File: src/rtl/sockreg_pkg.sv
package sockreg_pkg;
  typedef enum logic {AP_INDEX = 1'b0, AP_DATA = 1'b1} aperture_e;

  // strap decode: 00 -> 2, 01 -> 1, 1x -> 4, then clamped to the build limit
  function automatic int unsigned strap_to_count(input logic [1:0] strap, input int unsigned max_sock);
    int unsigned c;
    case (strap)
      2'b00:   c = 2;
      2'b01:   c = 1;
      default: c = 4;
    endcase
    if (c > max_sock) c = max_sock;
    return c;
  endfunction
endpackage

File: src/rtl/sockreg_strap.sv
module sockreg_strap #(
  parameter int NUM_SOCK = 4,
  parameter int CNT_W    = $clog2(NUM_SOCK + 1)
) (
  input  logic                clk,
  input  logic [1:0]          strap,
  output logic [CNT_W-1:0]    count_q,
  output logic [NUM_SOCK-1:0] active_q
);
  import sockreg_pkg::*;
  logic [CNT_W-1:0]    count_d;
  logic [NUM_SOCK-1:0] active_d;

  always_comb begin
    count_d = CNT_W'(strap_to_count(strap, NUM_SOCK));
    for (int i = 0; i < NUM_SOCK; i++) active_d[i] = (CNT_W'(i) < count_d);
  end

  // the strap is a static level, so it is followed even during reset
  always_ff @(posedge clk) begin
    count_q  <= count_d;
    active_q <= active_d;
  end
endmodule

File: src/rtl/sockreg_index.sv
module sockreg_index #(
  parameter int IDX_W  = 8,
  parameter int REG_W  = 6,
  parameter int SOCK_W = IDX_W - REG_W
) (
  input  logic              clk,
  input  logic              rst,
  input  logic              load,
  input  logic [IDX_W-1:0]  din,
  output logic [IDX_W-1:0]  idx_q,
  output logic [SOCK_W-1:0] sock_sel,
  output logic [REG_W-1:0]  reg_sel
);
  always_ff @(posedge clk) begin
    if (rst)       idx_q <= '0;
    else if (load) idx_q <= din;
  end

  assign sock_sel = idx_q[IDX_W-1 -: SOCK_W];
  assign reg_sel  = idx_q[REG_W-1:0];
endmodule

File: src/rtl/sockreg_bank.sv
module sockreg_bank #(
  parameter int DATA_W      = 8,
  parameter int REG_W       = 6,
  parameter int STATUS_REG  = 1,
  parameter logic [DATA_W-1:0] PRESENT_MASK = 8'h0C,
  parameter int DEPTH       = 1 << REG_W
) (
  input  logic              clk,
  input  logic              rst,
  input  logic              we,
  input  logic [REG_W-1:0]  waddr,
  input  logic [DATA_W-1:0] wdata,
  input  logic              re,
  input  logic [REG_W-1:0]  raddr,
  output logic [DATA_W-1:0] rdata,
  output logic              present_q
);
  logic [DATA_W-1:0] mem [DEPTH];
  logic [DEPTH-1:0]  written_q;
  logic [DATA_W-1:0] rd_q;
  logic              rd_vld_q;

  // plain array: no reset, inferable as block RAM
  always_ff @(posedge clk) begin
    if (we) mem[waddr] <= wdata;
    if (re) rd_q <= mem[raddr];
  end

  // per-entry written flags stand in for clearing the array at reset
  always_ff @(posedge clk) begin
    if (rst) begin
      written_q <= '0;
      rd_vld_q  <= 1'b0;
      present_q <= 1'b0;
    end else begin
      if (we) written_q[waddr] <= 1'b1;
      if (re) rd_vld_q <= written_q[raddr];
      if (we && waddr == REG_W'(STATUS_REG))
        present_q <= ((wdata & PRESENT_MASK) == PRESENT_MASK);
    end
  end

  assign rdata = rd_vld_q ? rd_q : '0;
endmodule

File: src/rtl/sockreg_front.sv
module sockreg_front #(
  parameter int NUM_SOCK   = 4,
  parameter int DATA_W     = 8,
  parameter int IDX_W      = 8,
  parameter int REG_W      = 6,
  parameter int STATUS_REG = 1,
  parameter int CNT_W      = $clog2(NUM_SOCK + 1)
) (
  input  logic                clk,
  input  logic                rst,
  input  logic                host_addr,
  input  logic                host_wr,
  input  logic                host_rd,
  input  logic [DATA_W-1:0]   host_wdata,
  output logic [DATA_W-1:0]   host_rdata,
  output logic                host_rvalid,
  input  logic [1:0]          cfg_strap,
  output logic [CNT_W-1:0]    sock_count,
  output logic [NUM_SOCK-1:0] card_present
);
  import sockreg_pkg::*;
  localparam int SOCK_W = IDX_W - REG_W;

  logic [CNT_W-1:0]    count_q;
  logic [NUM_SOCK-1:0] active_q;
  logic [IDX_W-1:0]    idx_q;
  logic [SOCK_W-1:0]   sock_sel;
  logic [REG_W-1:0]    reg_sel;
  logic                idx_load, data_wr, rd_acc, sel_active;

  assign idx_load   = host_wr && (host_addr == AP_INDEX);
  assign data_wr    = host_wr && (host_addr == AP_DATA);
  assign rd_acc     = host_rd && !host_wr;
  assign sel_active = (CNT_W'(sock_sel) < count_q);

  sockreg_strap #(.NUM_SOCK(NUM_SOCK), .CNT_W(CNT_W)) u_strap (
    .clk(clk), .strap(cfg_strap), .count_q(count_q), .active_q(active_q));

  sockreg_index #(.IDX_W(IDX_W), .REG_W(REG_W), .SOCK_W(SOCK_W)) u_index (
    .clk(clk), .rst(rst), .load(idx_load), .din(IDX_W'(host_wdata)),
    .idx_q(idx_q), .sock_sel(sock_sel), .reg_sel(reg_sel));

  logic [DATA_W-1:0]   bank_rd [NUM_SOCK];
  logic [NUM_SOCK-1:0] bank_present;

  for (genvar n = 0; n < NUM_SOCK; n++) begin : g_bank
    logic hit;
    assign hit = (sock_sel == SOCK_W'(n));
    sockreg_bank #(.DATA_W(DATA_W), .REG_W(REG_W), .STATUS_REG(STATUS_REG)) u_bank (
      .clk(clk), .rst(rst),
      .we(data_wr && sel_active && hit), .waddr(reg_sel), .wdata(host_wdata),
      .re(rd_acc && (host_addr == AP_DATA) && hit), .raddr(reg_sel),
      .rdata(bank_rd[n]), .present_q(bank_present[n]));
  end

  // read return path
  logic              rvalid_q, rd_idx_q, rd_ok_q;
  logic [SOCK_W-1:0] rd_sock_q;
  logic [IDX_W-1:0]  idx_snap_q;

  always_ff @(posedge clk) begin
    if (rst) begin
      rvalid_q   <= 1'b0;
      rd_idx_q   <= 1'b0;
      rd_ok_q    <= 1'b0;
      rd_sock_q  <= '0;
      idx_snap_q <= '0;
    end else begin
      rvalid_q <= rd_acc;
      if (rd_acc) begin
        rd_idx_q   <= (host_addr == AP_INDEX);
        rd_ok_q    <= sel_active;
        rd_sock_q  <= sock_sel;
        idx_snap_q <= idx_q;
      end
    end
  end

  always_comb begin
    if (rd_idx_q)     host_rdata = DATA_W'(idx_snap_q);
    else if (rd_ok_q) host_rdata = bank_rd[rd_sock_q];
    else              host_rdata = '0;
  end

  assign host_rvalid  = rvalid_q;
  assign sock_count   = count_q;
  assign card_present = bank_present & active_q;
endmodule

File: config.mk
export PLATFORM = sky130hd
export DESIGN_NAME = sockreg_front
export DESIGN_NICKNAME = d
export VERILOG_FILES = /design/src/rtl/sockreg_pkg.sv /design/src/rtl/sockreg_strap.sv /design/src/rtl/sockreg_index.sv /design/src/rtl/sockreg_bank.sv /design/src/rtl/sockreg_front.sv
export SDC_FILE = /design/constraint.sdc
export NUM_CORES = 2
export LEC_CHECK = 0
export CAP_MARGIN = 10
export CORE_AREA = 2 2 371 557
export CTS_CLUSTER_SIZE = 24
export DETAILED_ROUTE_END_ITERATION = 8
export DIE_AREA = 0 0 373 559
export MAX_ROUTING_LAYER = met4
export SLEW_MARGIN = 20
export SYNTH_ARGS = -nofsm -noshare
export SYNTH_HDL_FRONTEND = slang
export SYNTH_SLANG_ARGS = --single-unit
File: constraint.sdc
create_clock -name clk -period 7.5 [get_ports clk]
set_input_delay 1.875 -clock clk [delete_from_list [all_inputs] [get_ports clk]]
set_output_delay 1.875 -clock clk [all_outputs]
set_load 0.02 [all_outputs]
-- Word-level counts from Yosys, hierarchy flattened
Memory sizes are Yosys's and may differ from the RTL's. A register that Yosys moved wholly into a read port is not among the register bits.
Cells that the tools add are included.
- logic and storage cells: 96
- register bits after elaboration: 292
- input port bits: 15
- RAM bits: 2048
- output and inout port bits: 16
- memories: 4
- bitwise logic cells: 7
- reductions and logical operators: 21
- magnitude comparators: 9
- equal/unequal tests: 6
- multiplexer cells: 29
- memory list (name ; depth ; bits a word ; read ports ; clocked after Yosys merged registers in ; write ports ; line ; source):
    g_bank[0].u_bank.mem ; 64 ; 8 ; 1 ; 1 ; 1 ; sockreg_bank.sv:18 ; logic [DATA_W-1:0] mem [DEPTH];
    g_bank[1].u_bank.mem ; 64 ; 8 ; 1 ; 1 ; 1 ; sockreg_bank.sv:18 ;
    g_bank[2].u_bank.mem ; 64 ; 8 ; 1 ; 1 ; 1 ; sockreg_bank.sv:18 ;
    g_bank[3].u_bank.mem ; 64 ; 8 ; 1 ; 1 ; 1 ; sockreg_bank.sv:18 ;
- operators by type and width (operator ; count):
    $or 64x64->64 ; 4
    $mux 8 ; 8
    $bmux 1 s6 ; 4
    $logic_and 1x1->1 ; 18
    $bmux 8 s2 ; 1
    $mux 1 ; 13
    $lt 6x7->1 const B ; 1
    $demux 1 s6 ; 1
    $eq 2x2->1 const B ; 3
    $eq 6x1->1 const B ; 1
    $ge 6x1->1 const B ; 1
    $lt 1x3->1 const A ; 2
    $lt 2x3->1 const A ; 2
    $pmux 3 s2 ; 1
    $and 4x4->4 ; 1
    $eq 2x1->1 const B ; 2
    $logic_not 2->1 ; 2
    $ge 3x3->1 const B ; 1
    $gt 3x3->1 const B ; 1
    $lt 2x3->1 ; 1
    $mux 3 ; 1
    $not 2->3 ; 1
    $logic_not 1->1 ; 1
    $not 1->1 ; 1

-- Logic depth before layout (Yosys ltp)
- depth in word-level cells: 6
- depth in mapped cells: 11
- mapped depth without buffers: 7

-- Modules after synthesis
A second synthesis with hierarchy kept.
- cells, all modules: 4597
- area, all modules: 91555.3 um2
- by module, submodules not included (module ; cells each ; area each (um2) ; sequential area each (um2) ; instances):
    sockreg_bank ; 1113 ; 22544.1 ; 16936.2 ; 4
    sockreg_front ; 97 ; 860.8 ; 260.2 ; 1
    sockreg_index ; 34 ; 345.3 ; 160.2 ; 1
    sockreg_strap ; 14 ; 172.7 ; 120.1 ; 1

-- Least setup slack after synthesis
OpenSTA, ideal clock, no wires.
- path type: input to register
- start point: input host_wr
- end point: memory g_bank[3].u_bank.mem[10][0], enable pin
- data arrival time: 3.027 ns
- slack: 4.100 ns
- cell stages on the path: 5
- setup time: 0.374 ns
- required time: 7.126 ns
- buffers on the path: 2
- path through: nand2_1 a211o_1 clkbuf_1 buf_1 nor2_1
- cells in the longest elaborated chain, start to end: 5
- RTL lines (item ; line ; source):
    start: declaration ; sockreg_front.sv:12 ; input logic host_wr,
    $logic_and 1x1->1 ; sockreg_front.sv:32 ; assign data_wr = host_wr && (host_addr == AP_DATA);
    $logic_and 1x1->1 (2 in series) ; sockreg_front.sv:51 ; .we(data_wr && sel_active && hit), .waddr(reg_sel), .wdata(host_wdata),
    $mux 1 ; sockreg_bank.sv:25 ; if (we) mem[waddr] <= wdata;
    $mux 1 (not written as such) ; sockreg_bank.sv:25 ;
    end: declaration ; sockreg_bank.sv:18 ;
Every way passes these cells.

-- Final worst setup path
- start point: register g_bank[0].u_bank.rd_vld_q
- end point: output host_rdata[7]
- cells in the longest elaborated chain, start to end: 6
- RTL lines (item ; line ; source):
    start: declaration ; sockreg_bank.sv:21 ; logic rd_vld_q;
    start signal: assignment ; sockreg_bank.sv:37 ; if (re) rd_vld_q <= written_q[raddr];
    $mux 8 ; sockreg_bank.sv:43 ; assign rdata = rd_vld_q ? rd_q : '0;
    $bmux 8 s2 ; sockreg_front.sv:81 ; else if (rd_ok_q) host_rdata = bank_rd[rd_sock_q];
    $mux 8 (not written as such) (2 in series) ; sockreg_front.sv:81 ;
    $mux 8 ; sockreg_front.sv:81 ;
    $mux 8 ; sockreg_front.sv:80 ; if (rd_idx_q) host_rdata = DATA_W'(idx_snap_q);
    end: declaration ; sockreg_front.sv:15 ; output logic [DATA_W-1:0] host_rdata,
Every way passes these cells. The select of a mux whose other input is x is not followed.

==> results.toml <==
[run_status]
status = "finished clean"

[clock_network]
clockBufferDepth = 4
tritoncts = "yes"
cts-buffers-inserted = 211
cts.htree.levels = 4
cts_resized = 0
cts-root-buf = "clkbuf_16"
postCtsHoldBufs = 0
post_cts_buffers = 0
clk_pin_slew_ns = 0.07
cts_sinks = 2369
clk_latency_ns = 0.88

[timing]
finalClockSkew_ns = 0.0497
worst_slew_pin_slew_ns = 1.25
clock.fmax_ghz = 0.185
finalSetupViolCount = 0
rsz0062_at_grt = "no"
setup-tns-final_ns = 0
fin_crit_ns = 5.42
finalHoldViolCount = 0
finalMaxSlewViolations = 0
slew_headroom_pct = 15.9
fin_crit_sh_pct = 72.3

[global_route]
grt_use_met1_pct = 35.7
grt_pass1_wl_um = 426000
busiest_layer = "met2"
grt_max_degree = 176
first_global_vias = 52799
antenna_found_initial = 16
use_met2_pct = 47.0
grt_use_total_pct = 30.0
grt_overflow = 0
use_met3_pct = 4.76

[power]
power.leakage_nw = 31.3
intPower_w = 0.0211
p_comb_share_pct = 5.2
power.density_nw_per_um2 = 266
ir_worst_vdd_uv = 201
p_total_w = 0.0270
seqPwrFrac_pct = 53.1
p_sw_w = 0.00595
netSwitchingFraction_pct = 22.0
pwr-share-clk_pct = 41.7

[synth]
synth_edf_count = 2080
syn_nets = 5462
synthXorXnorAreaFrac_pct = 0
yosys_warnings = 0
synth_cell_type_count = 68
synth_compound_area_share_pct = 9.29
synth_adder_area_share_pct = 0.0274
synth_seq_area_share_pct = 74.8
avgSynthCellArea_um2 = 16.8
synth_ff_type = "edfxtp_1"
yosys_register_bits = 2369
synthCells = 5445
synth_top_family_by_area = "multiplexers"
synthMuxAreaShare_pct = 9.62
async_reset_ff_share_pct = 0
synth-simple-area-share_pct = 4.08
syn_area_um2 = 91300

[worst_setup_path]
cp-end-kind = "output pin"
worst-setup-path-type = "reg -> out"
worstReg2RegStart = "u_index.idx_q[2]"
cp-start-kind = "register"
crit_fanout = 7
startpoint = "g_bank[0].u_bank.rd_vld_q"
worstPathArrival_ns = 3.54
cp.required_ns = 5.62

[floorplan]
dieWidth_um = 373
dieHeight_um = 559
initial_utilization_pct = 44.9
die_area_um2 = 209000
rows = 203
core_um2 = 203000
io_pins = 31

[layout]
stdcell_area_um2 = 102000
drive_gt1_share_pct = 14.8
nets = 5443
final_cell_mix = "edfxtp_1 (2080), nor2_1 (564), dfxtp_1 (286)"
final_common_cell = "edfxtp_1"
area_growth_pct = 11.2

[drt]
wirelength_um = 310000
drc = 0
vias_per_cell = 6.48
via_count = 53677
first_pass_iters = 6
drtAntennaViolNets = 0
avgRoutedWirePerCell_um = 37.4
drtIter0Drc = 7142

[hold_path]
min-delay-start = "idx_snap_q[0]"
hold_class = "reg -> reg"

[placed_design]
placed_area_um2 = 94400
io_buffers = 30
dpl.hpwl_um = 192000
place_congestion = 0.968

[run]
max-cap-violations = 0
-- critical path, stage by stage, from the launching register on --
cell,delay [ns]
dfxtp_1,0.43
nor2b_1,0.47
a22oi_1,0.13
o31ai_1,0.87
clkdlybuf4s50_1,0.78
-- area by class of cell --
class	instances	area [µm²]
fillers	16588	102000
repair buffers	152	1520
multi-input cells	2682	21200
diodes	13	32.5
inverters	10	57.6
clock buffers	298	5910
well taps	2665	3330
flip-flops and latches	2369	68300
clock inverters	89	1160
-- logic make-up after synthesis --
logic type               Yosys count
adder cells (fa/ha/maj)            2
AO/OA/AOI/OAI                   1148
buffers and inverters            394
multiplexers                     614
AND/OR/NAND/NOR                  917
flip-flops                      2369
other                              1
-- worst paths after layout --
path / endpoint / slack [ns] / depth (start not counted)
worst max-delay path: host_rdata[7] / 2.08 / 4
worst max register to register: g_bank[0].u_bank.rd_q[5] / 2.71 / 8
worst min register to register: idx_snap_q[0] / 0.46 / 2
worst min-delay path: idx_snap_q[0] / 0.46 / 2
-- through the flow --
stage	util [%]	setup slack (ns)	cells	hold slack, ns
after floorplan	-	4.10	5445	0.432
after global placement	46.4	2.22	7877	0.441
after detailed placement	46.4	2.37	7878	0.448
after CTS	49.9	2.18	8265	0.459
after global routing	49.9	2.08	8274	0.474
final	49.9	2.08	8278	0.461
-- cells in the mapped netlist, types with 57 or more instances --
cell type | n | area, µm²
o21a_1 | 172 | 1290
a21oi_1 | 142 | 711
mux2_2 | 137 | 1540
a221oi_1 | 248 | 2170
dfxtp_1 | 289 | 5790
edfxtp_1 | 2080 | 62500
clkbuf_1 | 133 | 499
mux4_2 | 196 | 4410
nand2_1 | 220 | 826
mux2i_1 | 271 | 2710
buf_4 | 57 | 428
o22ai_1 | 84 | 526
nor2_1 | 584 | 2190
buf_2 | 131 | 656
o21ai_0 | 104 | 521
a22oi_1 | 167 | 1250
-- flip-flops by register name (all words and copies together), names as in the netlist --
signal,count
g_bank.u_bank.mem,2048
g_bank.u_bank.present_q,4
g_bank.u_bank.rd_q,32
g_bank.u_bank.rd_vld_q,4
g_bank.u_bank.written_q,256
host_rvalid,1
idx_snap_q,6
rd_idx_q,1
rd_ok_q,1
rd_sock_q,2
u_index.idx_q,8
u_strap.active_q,4
u_strap.count_q,2
-- metal layers --
metal | vias up | share of wire [%]
li1 | 21689 | -
met1 | 27834 | 35
met2 | 3320 | 48
met3 | 834 | 8.7
met4 | 0 | 8.4
met5 | - | 0
-- power groups by stage --
stage / sequential, W / clock (W) / combinational, W
6_report: 0.0144 / 0.0113 / 0.00141
5_1_grt: 0.0144 / 0.0118 / 0.00143
4_1_cts: 0.0144 / 0.0113 / 0.00138
3_5_place_dp: 0.0147 / 0 / 0.00138
3_3_place_gp: 0.0147 / 0 / 0.00137
2_1_floorplan: 0.0146 / 0 / 0.000654
No activity file was read; power rests on OpenSTA's default activity.
